## config.mk

```make
export PLATFORM = sky130hd
export DESIGN_NAME = sdma_xfer_tracker
export DESIGN_NICKNAME = d
export VERILOG_FILES = /design/src/rtl/sdma_pkg.sv /design/src/rtl/sdma_datapath.sv /design/src/rtl/sdma_control.sv /design/src/rtl/sdma_xfer_tracker.sv
export SDC_FILE = /design/constraint.sdc
export NUM_CORES = 1
export LEC_CHECK = 0
export ABC_AREA = 1
export BUFFER_PORTS_ARGS = -buffer_cell sky130_fd_sc_hd__buf_2
export CAP_MARGIN = 20
export CORE_MARGIN = 8
export CORE_UTILIZATION = 50
export CTS_CLUSTER_SIZE = 30
export DETAILED_ROUTE_END_ITERATION = 7
export PLACE_DENSITY = 0.74
export RECOVER_POWER = 100
export SLEW_MARGIN = 20
export SYNTH_ARGS = -nofsm -noshare
export SYNTH_HDL_FRONTEND = slang
export SYNTH_SLANG_ARGS = --single-unit
export TNS_END_PERCENT = 100
```

## constraint.sdc

```tcl
create_clock -name clk -period 3.8 [get_ports clk]
set_clock_uncertainty 0.05 [all_clocks]
set_input_delay 0.38 -clock clk [delete_from_list [all_inputs] [get_ports clk]]
set_output_delay 0.38 -clock clk [all_outputs]
set_load 0.02 [all_outputs]
```

## src/rtl/sdma_pkg.sv

```systemverilog
package sdma_pkg;
  typedef enum logic [2:0] {
    SEL_ADDR  = 3'd0,
    SEL_SIZE  = 3'd1,
    SEL_COUNT = 3'd2,
    SEL_MODE  = 3'd3,
    SEL_HOST  = 3'd4,
    SEL_CLEAR = 3'd5
  } regSel_e;

  // strobes from control to datapath
  typedef struct packed {
    logic loadAddr;
    logic loadSize;
    logic loadCount;
    logic loadMode;
    logic loadHost;
    logic clearPos;
    logic advance;
    logic decCount;
  } ctrlStrobe_t;

  localparam int STAT_DONE_BIT = 0;
  localparam int STAT_BND_BIT  = 3;
endpackage

```

## src/rtl/sdma_datapath.sv

```systemverilog
module sdma_datapath #(
  parameter int ADDR_W     = 32,
  parameter int CNT_W      = 16,
  parameter int SIZE_W     = 12,
  parameter int BND_W      = 3,
  parameter int BASE_SHIFT = 12,
  parameter int WORD_BYTES = 4
) (
  input  logic                   clk,
  input  logic                   rstN,
  input  sdma_pkg::ctrlStrobe_t  strobe,
  input  logic [31:0]            wrData,
  output logic [ADDR_W-1:0]      curAddr,
  output logic [CNT_W-1:0]       blkCount,
  output logic                   blockEnd,
  output logic                   crossing,
  output logic                   sizeZero,
  output logic                   countZero,
  output logic                   countOne,
  output logic                   dmaEn,
  output logic                   cntEn,
  output logic                   multiBlk,
  output logic                   dirRead,
  output logic                   sdmaSel
);
  localparam int POS_W = SIZE_W + 1;
  localparam int SH_W  = $clog2(ADDR_W + 1);

  logic [SIZE_W-1:0] sizeReg;
  logic [BND_W-1:0]  bndReg;
  logic [5:0]        modeReg;
  logic [1:0]        dmaSelReg;
  logic [SIZE_W-1:0] bytePos;
  logic [ADDR_W-1:0] nextAddr;
  logic [POS_W-1:0]  posAfter;
  logic [SH_W-1:0]   shiftAmt;

  assign nextAddr = curAddr + ADDR_W'(WORD_BYTES);
  assign posAfter = {1'b0, bytePos} + POS_W'(WORD_BYTES);
  assign blockEnd = posAfter >= {1'b0, sizeReg};
  assign shiftAmt = SH_W'(BASE_SHIFT) + SH_W'(bndReg);
  assign crossing = ((curAddr ^ nextAddr) >> shiftAmt) != '0;

  assign sizeZero  = sizeReg == '0;
  assign countZero = blkCount == '0;
  assign countOne  = blkCount == CNT_W'(1);
  assign dmaEn     = modeReg[0];
  assign cntEn     = modeReg[1];
  assign dirRead   = modeReg[4];
  assign multiBlk  = modeReg[5];
  assign sdmaSel   = dmaSelReg == 2'b00;

  always_ff @(posedge clk) begin
    if (!rstN) begin
      curAddr   <= '0;
      sizeReg   <= '0;
      bndReg    <= '0;
      blkCount  <= '0;
      modeReg   <= '0;
      dmaSelReg <= '0;
      bytePos   <= '0;
    end else begin
      if (strobe.loadAddr)       curAddr <= wrData[ADDR_W-1:0];
      else if (strobe.advance)   curAddr <= nextAddr;
      if (strobe.loadSize) begin
        sizeReg <= wrData[SIZE_W-1:0];
        bndReg  <= wrData[SIZE_W +: BND_W];
      end
      if (strobe.loadCount)      blkCount <= wrData[CNT_W-1:0];
      else if (strobe.decCount)  blkCount <= blkCount - CNT_W'(1);
      if (strobe.loadMode)       modeReg <= wrData[5:0];
      if (strobe.loadHost)       dmaSelReg <= wrData[4:3];
      if (strobe.clearPos)       bytePos <= '0;
      else if (strobe.advance)   bytePos <= blockEnd ? '0 : posAfter[SIZE_W-1:0];
    end
  end

  // a taken word steps the address by one word
  assert_addr_step_R3: assert property (@(posedge clk) disable iff (!rstN)
    strobe.advance && !strobe.loadAddr |=> curAddr == $past(curAddr) + ADDR_W'(WORD_BYTES));

  // a counted block end lowers the count by one
  assert_count_dec_R5: assert property (@(posedge clk) disable iff (!rstN)
    strobe.decCount |=> blkCount == $past(blkCount) - CNT_W'(1));
endmodule

```

## src/rtl/sdma_control.sv

```systemverilog
module sdma_control (
  input  logic                   clk,
  input  logic                   rstN,
  input  logic                   wrEn,
  input  logic [2:0]             wrSel,
  input  logic [31:0]            wrData,
  input  logic                   start,
  input  logic                   wordValid,
  input  logic                   blockEnd,
  input  logic                   crossing,
  input  logic                   sizeZero,
  input  logic                   countZero,
  input  logic                   countOne,
  input  logic                   dmaEn,
  input  logic                   cntEn,
  input  logic                   multiBlk,
  input  logic                   sdmaSel,
  output sdma_pkg::ctrlStrobe_t  strobe,
  output logic                   wordReady,
  output logic                   xferActive,
  output logic [15:0]            intStatus
);
  import sdma_pkg::*;

  logic    active, paused, statDone, statBnd;
  logic    accept, lastWord, startOk, pauseNow, cfgOk;
  regSel_e sel;

  assign sel       = regSel_e'(wrSel);
  assign wordReady = active && !paused;
  assign accept    = wordValid && wordReady;
  assign lastWord  = accept && blockEnd && (!multiBlk || (cntEn && countOne));
  assign pauseNow  = accept && crossing && !lastWord;
  assign startOk   = start && !active && dmaEn && sdmaSel && !sizeZero &&
                     !(multiBlk && cntEn && countZero);
  assign cfgOk     = wrEn && !active;

  always_comb begin
    strobe           = '0;
    strobe.loadAddr  = wrEn && sel == SEL_ADDR && (!active || paused);
    strobe.loadSize  = cfgOk && sel == SEL_SIZE;
    strobe.loadCount = cfgOk && sel == SEL_COUNT;
    strobe.loadMode  = cfgOk && sel == SEL_MODE;
    strobe.loadHost  = cfgOk && sel == SEL_HOST;
    strobe.clearPos  = startOk;
    strobe.advance   = accept;
    strobe.decCount  = accept && blockEnd && multiBlk && cntEn;
  end

  logic clrDone, clrBnd;
  assign clrDone = wrEn && sel == SEL_CLEAR && wrData[STAT_DONE_BIT];
  assign clrBnd  = wrEn && sel == SEL_CLEAR && wrData[STAT_BND_BIT];

  always_ff @(posedge clk) begin
    if (!rstN) begin
      active   <= 1'b0;
      paused   <= 1'b0;
      statDone <= 1'b0;
      statBnd  <= 1'b0;
    end else begin
      if (startOk)       active <= 1'b1;
      else if (lastWord) active <= 1'b0;

      if (startOk)              paused <= 1'b0;
      else if (pauseNow)        paused <= 1'b1;
      else if (strobe.loadAddr) paused <= 1'b0;

      if (lastWord)     statDone <= 1'b1;
      else if (clrDone) statDone <= 1'b0;
      if (pauseNow)     statBnd <= 1'b1;
      else if (clrBnd)  statBnd <= 1'b0;
    end
  end

  always_comb begin
    intStatus                = '0;
    intStatus[STAT_DONE_BIT] = statDone;
    intStatus[STAT_BND_BIT]  = statBnd;
  end
  assign xferActive = active;

  // a pause only exists inside an active transfer
  assert_pause_in_xfer_R6: assert property (@(posedge clk) disable iff (!rstN)
    paused |-> active);
  // entering a pause raises the boundary status
  assert_pause_flags_R6: assert property (@(posedge clk) disable iff (!rstN)
    $rose(paused) |-> statBnd);
  // only an address write leaves a pause
  assert_pause_hold_R7: assert property (@(posedge clk) disable iff (!rstN)
    paused && !(wrEn && sel == SEL_ADDR) |=> paused);
  // every end of a transfer reports done
  assert_done_on_end_R9: assert property (@(posedge clk) disable iff (!rstN)
    $fell(active) |-> statDone);
endmodule

```

## src/rtl/sdma_xfer_tracker.sv

```systemverilog
module sdma_xfer_tracker #(
  parameter int ADDR_W     = 32,
  parameter int CNT_W      = 16,
  parameter int SIZE_W     = 12,
  parameter int BND_W      = 3,
  parameter int BASE_SHIFT = 12
) (
  input  logic              clk,
  input  logic              rstN,
  input  logic              wrEn,
  input  logic [2:0]        wrSel,
  input  logic [31:0]       wrData,
  input  logic              start,
  input  logic              wordValid,
  output logic              wordReady,
  output logic [ADDR_W-1:0] curAddr,
  output logic [CNT_W-1:0]  blkCount,
  output logic [15:0]       intStatus,
  output logic              xferActive,
  output logic              dirRead
);
  sdma_pkg::ctrlStrobe_t strobe;
  logic blockEnd, crossing, sizeZero, countZero, countOne;
  logic dmaEn, cntEn, multiBlk, sdmaSel;

  sdma_datapath #(
    .ADDR_W(ADDR_W), .CNT_W(CNT_W), .SIZE_W(SIZE_W),
    .BND_W(BND_W), .BASE_SHIFT(BASE_SHIFT), .WORD_BYTES(4)
  ) uData (
    .clk(clk), .rstN(rstN), .strobe(strobe), .wrData(wrData),
    .curAddr(curAddr), .blkCount(blkCount), .blockEnd(blockEnd),
    .crossing(crossing), .sizeZero(sizeZero), .countZero(countZero),
    .countOne(countOne), .dmaEn(dmaEn), .cntEn(cntEn), .multiBlk(multiBlk),
    .dirRead(dirRead), .sdmaSel(sdmaSel)
  );

  sdma_control uCtrl (
    .clk(clk), .rstN(rstN), .wrEn(wrEn), .wrSel(wrSel), .wrData(wrData),
    .start(start), .wordValid(wordValid), .blockEnd(blockEnd),
    .crossing(crossing), .sizeZero(sizeZero), .countZero(countZero),
    .countOne(countOne), .dmaEn(dmaEn), .cntEn(cntEn), .multiBlk(multiBlk),
    .sdmaSel(sdmaSel), .strobe(strobe), .wordReady(wordReady),
    .xferActive(xferActive), .intStatus(intStatus)
  );
endmodule

```

* Word-level counts from Yosys, hierarchy flattened
Cells that the tools add are included.
** Storage, ports and cells
- Output and inout bits :: 67
- Input port bits :: 40
- Register bits :: 87
** Operators by class
- Bitwise logic cells :: 2
- Mux-type cells :: 13
- Shift operators :: 1
- Equality and inequality tests :: 6
- Add/sub/neg operators :: 4
- Order comparisons :: 1
- Reductions and logical operators :: 46
** Operator list (number)
- 32-bit two-way mux :: 2
- 32-bit by 3-bit adder with 32-bit output (second input constant) :: 1
- 16-bit two-way mux :: 2
- 32-bit nonzero test :: 1
- 32-bit by 6-bit >> shifter with 32-bit output :: 1
- 32-bit XOR :: 1
- 1-bit logical AND :: 26
- 16-bit by 1-bit == test with 1-bit output (second input constant) :: 1
- 16-bit zero test :: 1
- 16-bit by 1-bit subtractor with 16-bit output (second input constant) :: 1
- 12-bit by 3-bit adder with 13-bit output (second input constant) :: 1
- 13-bit by 12-bit greater-or-equal comparator with 1-bit output :: 1
- 12-bit zero test :: 1
- 12-bit two-way mux :: 1
- 2-bit nonzero test :: 6
- 1-bit two-way mux :: 8
- 3-bit by 2-bit == test with 1-bit output (second input constant) :: 2
- 3-bit == test (second input constant) :: 2
- 1-bit zero test :: 6
- 4-bit by 3-bit adder with 5-bit output (first input constant) :: 1
- 3-bit by 1-bit == test with 1-bit output (second input constant) :: 1
- 3-bit zero test :: 1
- 2-bit zero test :: 1
- 1-bit logical OR :: 2
- other kinds (2) :: 2

* Depth between registers and ports, before layout
Gate-level depths: netlist of the first run.
- Depth after elaboration :: 8
- Mapped depth :: 18

* By module
From an unflattened synthesis of the first run, not the netlist that was laid out.
** Unflattened totals
- Cells, all modules :: 822
- Area total of the unflattened synthesis :: 5300.1 µm²
** By module, submodules not included
- sdma_datapath :: area each 4859.7 µm², times used 1, cells an instance 751
- sdma_control :: area each 440.4 µm², times used 1, cells an instance 71

* Worst setup path after synthesis of the first run
Ideal clock, no wire load.
- Path kind :: register -> register
- Start point :: register uData.bytePos[4]
- End point :: register uData.blkCount[5]
- Arrival :: 2.269 ns
- Slack :: 1.363 ns
- Stages on the path, launching flop included :: 14
- Period minus slack after synthesis :: 2.437 ns
- Cells stage by stage :: dfxtp_1 -> nand3_1 -> nor3_1 -> nand2_1 -> xnor2_1 -> ha_1 -> nand2_1 -> nand3b_2 -> nand3b_1 -> nand2_4 -> nand3_4 -> buf_12 -> o21bai_1 -> a21oi_1
** Between the ends
- Longest elaborated chain between the ends :: 6
** RTL lines
- start: declaration :: RTL line sdma_datapath.sv:33 : logic [SIZE_W-1:0] bytePos;
- start signal: assignment :: RTL line sdma_datapath.sv:74 : else if (strobe.advance) bytePos <= blockEnd ? '0 : posAfter[SIZE_W-1:0];
- 12-bit by 3-bit adder with 13-bit output :: RTL line sdma_datapath.sv:39 : assign posAfter = {1'b0, bytePos} + POS_W'(WORD_BYTES);
- 13-bit by 12-bit greater-or-equal comparator with 1-bit output :: RTL line sdma_datapath.sv:40 : assign blockEnd = posAfter >= {1'b0, sizeReg};
- 1-bit logical AND (3 in series) :: RTL line sdma_control.sv:47 : strobe.decCount = accept && blockEnd && multiBlk && cntEn;
- 2-bit nonzero test (no line)
- end signal: assignment :: RTL line sdma_datapath.sv:69 : if (strobe.loadCount) blkCount <= wrData[CNT_W-1:0];
- end signal: assignment :: RTL line sdma_datapath.sv:70 : else if (strobe.decCount) blkCount <= blkCount - CNT_W'(1);
- end: declaration :: RTL line sdma_datapath.sv:14 : output logic [CNT_W-1:0] blkCount,
Every way passes these cells.
A chain may end at the register's enable or synchronous reset.

* Worst setup path in the final report of the first run
- Start point :: register uData.bytePos[4]
- End point :: register uData.bytePos[9]
** Between the ends
- Longest elaborated chain between the ends :: 3
** RTL lines (RTL line)
- 12-bit by 3-bit adder with 13-bit output (*) :: sdma_datapath.sv:39
- 13-bit by 12-bit greater-or-equal comparator with 1-bit output :: sdma_datapath.sv:40
- 12-bit two-way mux (*) :: sdma_datapath.sv:74
Mark *: on every way between the ends. The rest lies on a longest branch, timed or not.

==> qor.csv, run 1 <==
metric,value,unit
cell-by-cell trace of the critical path,nand3_1 -> nor3_1 -> nand4_1 -> xnor2_1 -> ha_1 -> inv_1 -> o211ai_1 -> nor2_1 -> nand2_1 -> nor2_1 -> nand2_1 -> a21oi_1,
maximum number of pins on one net before global-route repair,41,
clk sinks,83,
placed standard-cell area,5740,sq um
TritonRoute pass-1 iters,4,
HPWL reported at the end of detailed placement,11100,um
Syn Std Cell Area,5260,sq um
total of buffers placed on input and output ports,92,
count of unresolved DRC violations after routing,0,
worst path buffer plus inverter count,1,
overall die height,119,um
category of the worst setup path launch point,flop,
number of enable-type register cells in the synthesized netlist,0,
power density normalized to cell area,302,nW/um^2
layout-stage area growth over the synthesis result,10.0,%
crit path time final,2.98,ns
number of storage elements in the synthesis netlist,83,
CTS tree,yes,
final-report hold violation count,0,
Worst Path Max Fanout,9,
vias per cell,5.31,
Inserted Clock Buffers,9,
first-pass GRT wire length,24700,um
multiplexer area fraction after synthesis,0,%
number of library cell types mapped by synthesis,45,
Max transition margin,41.5,%
Synth Instances,779,
number of nets in the finished design,914,
last weighted congestion value of the routability-driven placer,0.917,
clock root buffer master,sky130_fd_sc_hd__clkbuf_8,
Starting DRT DRC Count,429,
Synth Area in Compound Gates,18.1,%
"Clk pin slew, worst setup/hold paths",0.08,ns
die area,14100,sq um
Core Area,10300,sq um
main combinational cell family by area after synthesis,simple AND/OR/NAND/NOR gates,
Diodes inserted,0,
Layout fillers,1076,
total number of vias,5307,
mean instance size in the synthesized netlist,6.75,sq um
Final Max Tran Viols,0,
number of rows created at floorplan,37,
worst endpoint required time,4.02,ns
worst skew pair latency,0.35,ns
sort of element at the end of the critical path,flop,
total of warnings raised by yosys,0,
number of H-tree branching levels,3,
max-cap check violation count,0,
via count of the first global-routing pass,4934,
"Data arrival, critical path",3.20,ns
fraction of layout instances using a drive strength above 1,11.6,%
all-layer global routing usage,20.8,%
number of setup violations in the final report,0,
largest incremental delay on the critical path,0.53,ns
number of post-CTS setup repair buffers,0,
area of all placed cells without fillers,5790,sq um
Slew @ Worst Pin,0.878,ns
initial antenna violation count,0,
ratio of final minimum period to clock period,78.4,%
overflow left after global routing,0,
setup total negative slack,0,ns
CTS Buffer Depth,2,
run status,finished clean,
post-synthesis sequential area ratio,31.6,%
Peak supply drop,231,uV
"slowest stage cell, crit path",sky130_fd_sc_hd__nor2_1,
IO Count,107,
initial core utilization,51.2,%
simple logic cell fraction of the synthesized area,32.7,%
Routed Antenna Nets,0,
share of the synthesized netlist area taken by xor and xnor gates,3.16,%
hold-fix buffers at CTS,0,
classification of the worst setup path,flop to flop,
Max Clk Rate,336,MHz
share of flip-flops with an asynchronous set or reset after synthesis,0,%
unrepaired setup endpoints after global routing,false,
type of the worst min-delay path,input port to flop,
cell family with most CP delay,simple AND/OR/NAND/NOR gates,
"Top FF cell, synth",sky130_fd_sc_hd__dfxtp_1,
post-detailed-routing wire length,14800,um
Adder-Cell Fraction of Synth Area,3.33,%
Resized Gates After CTS,0,
die outline width,119,um
Leak Pwr,2.35,nW
WL/cell,14.8,um
==> final cells by class <==
type,count,area (sq um),area share [%]
Clock buffer,12,145,2.51
Tap cell,136,170,2.94
Sequential cell,83,1660,28.7
Multi-Input combinational cell,581,3030,52.3
Timing Repair Buffer,100,448,7.74
Clock inverter,3,15.0,0.259
Inverter,85,322,5.56
==> synthesized netlist by cell type (4+ instances only) <==
master / number / area, sq um
sky130_fd_sc_hd__dfxtp_1: 83 / 1660
sky130_fd_sc_hd__clkbuf_1: 15 / 56.3
sky130_fd_sc_hd__o21ai_0: 52 / 260
sky130_fd_sc_hd__nand4_1: 14 / 87.6
sky130_fd_sc_hd__buf_2: 10 / 50.1
sky130_fd_sc_hd__a21oi_2: 8 / 70.1
sky130_fd_sc_hd__inv_1: 82 / 308
sky130_fd_sc_hd__buf_4: 16 / 120
sky130_fd_sc_hd__o21bai_1: 4 / 30.0
sky130_fd_sc_hd__nor2_1: 60 / 225
sky130_fd_sc_hd__a21oi_1: 66 / 330
sky130_fd_sc_hd__nor3_1: 11 / 55.1
sky130_fd_sc_hd__nor2_2: 8 / 50.1
sky130_fd_sc_hd__or2_2: 5 / 31.3
sky130_fd_sc_hd__ha_1: 14 / 175
sky130_fd_sc_hd__nand3_2: 12 / 120
sky130_fd_sc_hd__o31ai_1: 4 / 30.0
sky130_fd_sc_hd__nor2_4: 8 / 90.1
sky130_fd_sc_hd__xnor2_1: 7 / 61.3
sky130_fd_sc_hd__nand2_1: 198 / 743
sky130_fd_sc_hd__o211ai_1: 6 / 45.0
sky130_fd_sc_hd__xor2_1: 12 / 105
sky130_fd_sc_hd__a31oi_1: 20 / 125
sky130_fd_sc_hd__nand3_1: 36 / 180
==> path summary, 6_finish.rpt <==
check | slack, ns | from | cells past startpoint | end
min | 0.24 | wrData[26] | 3 | uData.curAddr[26]
min reg2reg | 0.42 | uData.bndReg[2] | 2 | uData.bndReg[2]
max | 0.82 | uData.bytePos[4] | 12 | uData.bytePos[9]
max reg2reg | 0.82 | uData.bytePos[4] | 12 | uData.bytePos[9]
==> cell families after synthesis <==
| logic type | after synthesis |
|---|---|
| buffers and inverters | 128 |
| other | 1 |
| flip-flops | 83 |
| AO/OA/AOI/OAI | 168 |
| XOR/XNOR | 19 |
| AND/OR/NAND/NOR | 366 |
| adder cells (fa/ha/maj) | 14 |
==> report_power, final <==
group / leakage (nW) / internal, W / switching [W]
registers: 0.672 / 0.000890 / 0.0000220
clock network: 0.0860 / 0.000250 / 0.000316
logic: 1.59 / 0.0000858 / 0.000183
==> cell usage in the layout (no fill, tap or decap), drive strengths merged, types with 2 or more instances in the layout <==
cell type	n
o22ai	2
nor2	76
a31oi	20
nand3	50
xnor2	7
a221oi	2
clkbuf	66
o211ai	6
o31ai	4
or3	2
xor2	12
or2	5
inv	84
ha	14
clkinv	4
dfxtp	83
conb	14
nor3b	2
nand2	202
buf	46
nor3	12
a21oi	74
nand4	14
o21bai	4
o21ai	52
nand3b	2
==> state kept, by name, indices dropped and copies added, names as in the netlist, 2 cells and up <==
signal,count
uData.blkCount,16
uData.dmaSelReg,2
uData.modeReg,4
uData.curAddr,32
uData.sizeReg,12
uData.bytePos,10
uData.bndReg,3
==> worst reg2reg max path: cells and delay by family, from the launching register on <==
family,cells,cell delay [ns]
buffers and inverters,1,0.07
flip-flops,1,0.42
adder cells (fa/ha/maj),1,0.31
XOR/XNOR,1,0.27
AND/OR/NAND/NOR,7,1.57
AO/OA/AOI/OAI,2,0.24
==> per-stage QoR <==
step                      total power [W]  setup WS, ns  std cells  hold slack (ns)  util, %
final                             0.00175         0.823       1000            0.242     56.3
after global routing              0.00183         0.481       1000            0.234     56.3
after CTS                         0.00176         0.916       1000            0.235     57.4
after detailed placement          0.00121         0.926        985            0.407     55.9
after global placement            0.00120          1.02        985            0.402     55.9
after floorplan                   0.00113          1.36        792            0.380        -
==> layer usage <==
| metal | up-vias | wire, um | GRT usage, % |
|---|---|---|---|
| li1 | 2705 | - | - |
| met5 | - | 0 | 0 |
| met4 | 0 | 228 | 5.93 |
| met2 | 161 | 6820 | 33.8 |
| met3 | 16 | 873 | 4.00 |
| met1 | 2425 | 6850 | 27.4 |
No activity file was read; power rests on OpenSTA's default activity.
==> inputs of run 2 (changes only) <==
--- a/config.mk
+++ b/config.mk
@@ -5,7 +5,7 @@
 export SDC_FILE = /design/constraint.sdc
 export NUM_CORES = 1
 export LEC_CHECK = 0
-export ABC_AREA = 1
+export ABC_AREA = 0
 export BUFFER_PORTS_ARGS = -buffer_cell sky130_fd_sc_hd__buf_2
 export CAP_MARGIN = 20
 export CORE_MARGIN = 8
==> constraint.sdc (replaced) <==
create_clock -name clk -period 3 [get_ports clk]
set_clock_uncertainty 0.05 [all_clocks]
set_input_delay 0.3 -clock clk [delete_from_list [all_inputs] [get_ports clk]]
set_output_delay 0.3 -clock clk [all_outputs]
set_load 0.02 [all_outputs]
==> run 2 against run 1 <==
  * Fmax fell by 0.57%
  * Global-route usage rose by 2.9 points
  * Wire length rose by 5.9%
  * Sequential share of layout area rose by 0.18 points
  * Critical path depth did not move
==> qor.csv, run 2 <==
metric,value,unit,change
initial core utilization,50.7,%,-0.50 points
Worst Path Max Fanout,3,,-6
total area of sequential cells,1670,sq um,+0.45%
run status,finished clean,,
ratio of final minimum period to clock period,99.8,%,+21 points
number of setup violations in the final report,0,,unchanged
Routed Antenna Nets,0,,unchanged
worst skew pair latency,0.37,ns,+0.02 ns
initial antenna violation count,0,,unchanged
fraction of layout instances using a drive strength above 1,16.3,%,+4.7 points
Synth Instances,626,,-20%
number of rows created at floorplan,36,,-2.7%
TritonRoute pass-1 iters,5,,+1
count of unresolved DRC violations after routing,0,,unchanged
post-synthesis sequential area ratio,34.2,%,+2.6 points
type of the worst min-delay path,input port to flop,,
overflow left after global routing,0,,unchanged
"leading cell type in the layout, fill and taps excluded",sky130_fd_sc_hd__dfxtp_1,,
Layout fillers,905,,-16%
top flop regs,"uData.curAddr: 32 flops, uData.blkCount: 16 flops, uData.sizeReg: 12 flops",,
total of warnings raised by yosys,0,,unchanged
clk sinks,83,,unchanged
number of library cell types mapped by synthesis,72,,+60%
mean instance size in the synthesized netlist,7.77,sq um,+15%
crit path time final,2.99,ns,+0.0172 ns
max reg flops,32,,unchanged
"Clk pin slew, worst setup/hold paths",0.09,ns,about the same
Max transition margin,16.0,%,-25 points
power density normalized to cell area,380,nW/um^2,+26%
HPWL reported at the end of detailed placement,11500,um,+3.1%
WL/cell,18.0,um,+22%
CTS tree,yes,,
sort of element at the end of the critical path,flop,,
setup total negative slack,0,ns,unchanged
largest cells by area after synthesis,"sky130_fd_sc_hd__dfxtp_1 (34%), sky130_fd_sc_hd__a21oi_1 (6.0%), sky130_fd_sc_hd__nand2_1 (5.3%)",,
"Top FF cell, synth",sky130_fd_sc_hd__dfxtp_1,,
Slew @ Worst Pin,1.26,ns,+0.382 ns
maximum number of pins on one net before global-route repair,53,,+29%
setup slack on the worst flop-to-flop path,0.005,ns,-0.82 ns
worst endpoint required time,3.23,ns,-0.79 ns
all-layer global routing usage,23.7,%,+2.9 points
Max Clk Rate,334,MHz,-0.57%
Diodes inserted,0,,unchanged
Syn Std Cell Area,4860,sq um,-7.6%
overall die height,115,um,-3.3%
Peak supply drop,214,uV,-7.2%
Starting DRT DRC Count,404,,-5.8%
"Data arrival, critical path",3.23,ns,+0.03 ns
final-report hold violation count,0,,unchanged
vias per cell,6.05,,+14%
"leading cell types in the layout, fill and taps excluded","sky130_fd_sc_hd__dfxtp_1 (81), sky130_fd_sc_hd__nand2_1 (68), sky130_fd_sc_hd__a21oi_1 (57), sky130_fd_sc_hd__clkbuf_1 (57)",,
Final Max Tran Viols,0,,unchanged
post-detailed-routing wire length,15700,um,+5.9%
Leak Pwr,2.08,nW,-11%
category of the worst setup path launch point,flop,,
Inserted Clock Buffers,9,,unchanged
total of buffers placed on input and output ports,92,,unchanged
die area,13100,sq um,-6.6%
via count of the first global-routing pass,5212,,+5.6%
most numerous cell in the Yosys netlist,sky130_fd_sc_hd__dfxtp_1,,
post-synth top area share,34.2,%,+2.6 points
multi-input combinational cell area,3030,sq um,+0.17%
last weighted congestion value of the routability-driven placer,0.925,,+0.88%
Core Area,9590,sq um,-6.6%
number of nets in the finished design,785,,-14%
max-cap check violation count,0,,unchanged
number of H-tree branching levels,3,,unchanged
hold-fix buffers at CTS,0,,unchanged
first-pass GRT wire length,25200,um,+2.3%
IO Count,107,,unchanged
share of flip-flops with an asynchronous set or reset after synthesis,0,%,unchanged
classification of the worst setup path,flop to flop,,
number of storage elements in the synthesis netlist,83,,unchanged
largest area contributor in the synthesized netlist,sky130_fd_sc_hd__dfxtp_1,,
register name with the most flops,uData.curAddr,,
unrepaired setup endpoints after global routing,true,,
die outline width,115,um,-3.3%
most used standard cells in the synthesized netlist,"sky130_fd_sc_hd__dfxtp_1 (83), sky130_fd_sc_hd__nand2_1 (69), sky130_fd_sc_hd__a21oi_1 (58)",,
layout-stage area growth over the synthesis result,18.8,%,
number of enable-type register cells in the synthesized netlist,0,,unchanged
CTS Buffer Depth,2,,unchanged
Total Power,0.00219,W,+26%
total number of vias,5259,,-0.90%
clock root buffer master,sky130_fd_sc_hd__clkbuf_8,,
[run 2: cell count changes after synthesis, sizes merged, moves of 9 or more]
cell,previous run,this run
clkbuf,15,28
a31oi,20,10
a21oi,74,58
nor3,12,26
o21ai,52,38
inv,84,17
nor2,76,45
and3,0,9
nand2,202,70
nor4,1,13
[run 2: cell families after synthesis]
group / synth area share, %
other: 0.0771
adder cells (fa/ha/maj): 3.60
XOR/XNOR: 3.24
AO/OA/AOI/OAI: 21.0
flip-flops: 34.2
multiplexers: 1.88
buffers and inverters: 6.51
AND/OR/NAND/NOR: 29.5
[run 2: final timing paths]
check	cells past startpoint	start	to
worst max-delay path	12	uData.bytePos[3]	uCtrl.statBnd
worst min-delay path	3	wrData[29]	uData.curAddr[29]
worst max register to register	12	uData.bytePos[3]	uCtrl.statBnd
worst min register to register	2	uData.curAddr[0]	uData.curAddr[0]
[run 2: worst max-delay path: stages (launching register included)]
cell and delay (ns):
sky130_fd_sc_hd__dfxtp_4 0.37, sky130_fd_sc_hd__ha_4 0.14, sky130_fd_sc_hd__and3_4 0.20, sky130_fd_sc_hd__nand3_4 0.08, sky130_fd_sc_hd__nor2_4 0.13, sky130_fd_sc_hd__xor2_1 0.16
sky130_fd_sc_hd__ha_1 0.26, sky130_fd_sc_hd__a222oi_1 0.30, sky130_fd_sc_hd__nand3_1 0.15, sky130_fd_sc_hd__or4_4 0.55, sky130_fd_sc_hd__a31oi_4 0.17, sky130_fd_sc_hd__a21bo_4 0.26
sky130_fd_sc_hd__a21oi_2 0.10
[run 2: stage by stage]
step                      cells  utilization [%]  setup WS, ns  hold slack (ns)  instance area (sq um)
after detailed placement    848             58.0        -0.280            0.409                   5560
after floorplan             639                -        0.0333            0.380                   4920
final                       869             60.2       0.00531            0.144                   5780
after CTS                   865             60.4       0.00372            0.138                   5800
after global routing        869             60.2        -0.129            0.135                   5780
after global placement      848             58.0        -0.185            0.395                   5560
[run 2: where the power goes]
part | internal, W | switching, W | total (W)
Sequential | 0.00112 | 0.0000288 | 0.00115
Clock | 0.000307 | 0.000448 | 0.000755
Combinational | 0.0000964 | 0.000193 | 0.000289
[run 2: metal layers]
| layer | global-route usage, % | share of wire, % | vias to the layer above |
|---|---|---|---|
| met4 | 9.49 | 2.1 | 0 |
| li1 | - | - | 2481 |
| met3 | 5.64 | 9.9 | 38 |
| met2 | 38.3 | 46 | 250 |
| met1 | 29.6 | 42 | 2490 |
| met5 | 0 | 0 | - |
[run 2: final cells by class]
type,count,share of cell area [%]
multi-input cells,489,52.5
flip-flops and latches,83,28.9
repair buffers,130,11.5
inverters,18,1.17
clock inverters,7,0.909
clock buffers,9,2.14
well taps,133,2.88
[run 2: repair_timing]
| action | in CTS | in global routing |
|---|---|---|
| endpoints found under the setup margin | 25 | 30 |
| gates resized for setup | 10 | 19 |
| setup buffers | 1 | 4 |
| pin swaps | 1 | 11 |
| endpoints found under the hold margin | 0 | 0 |
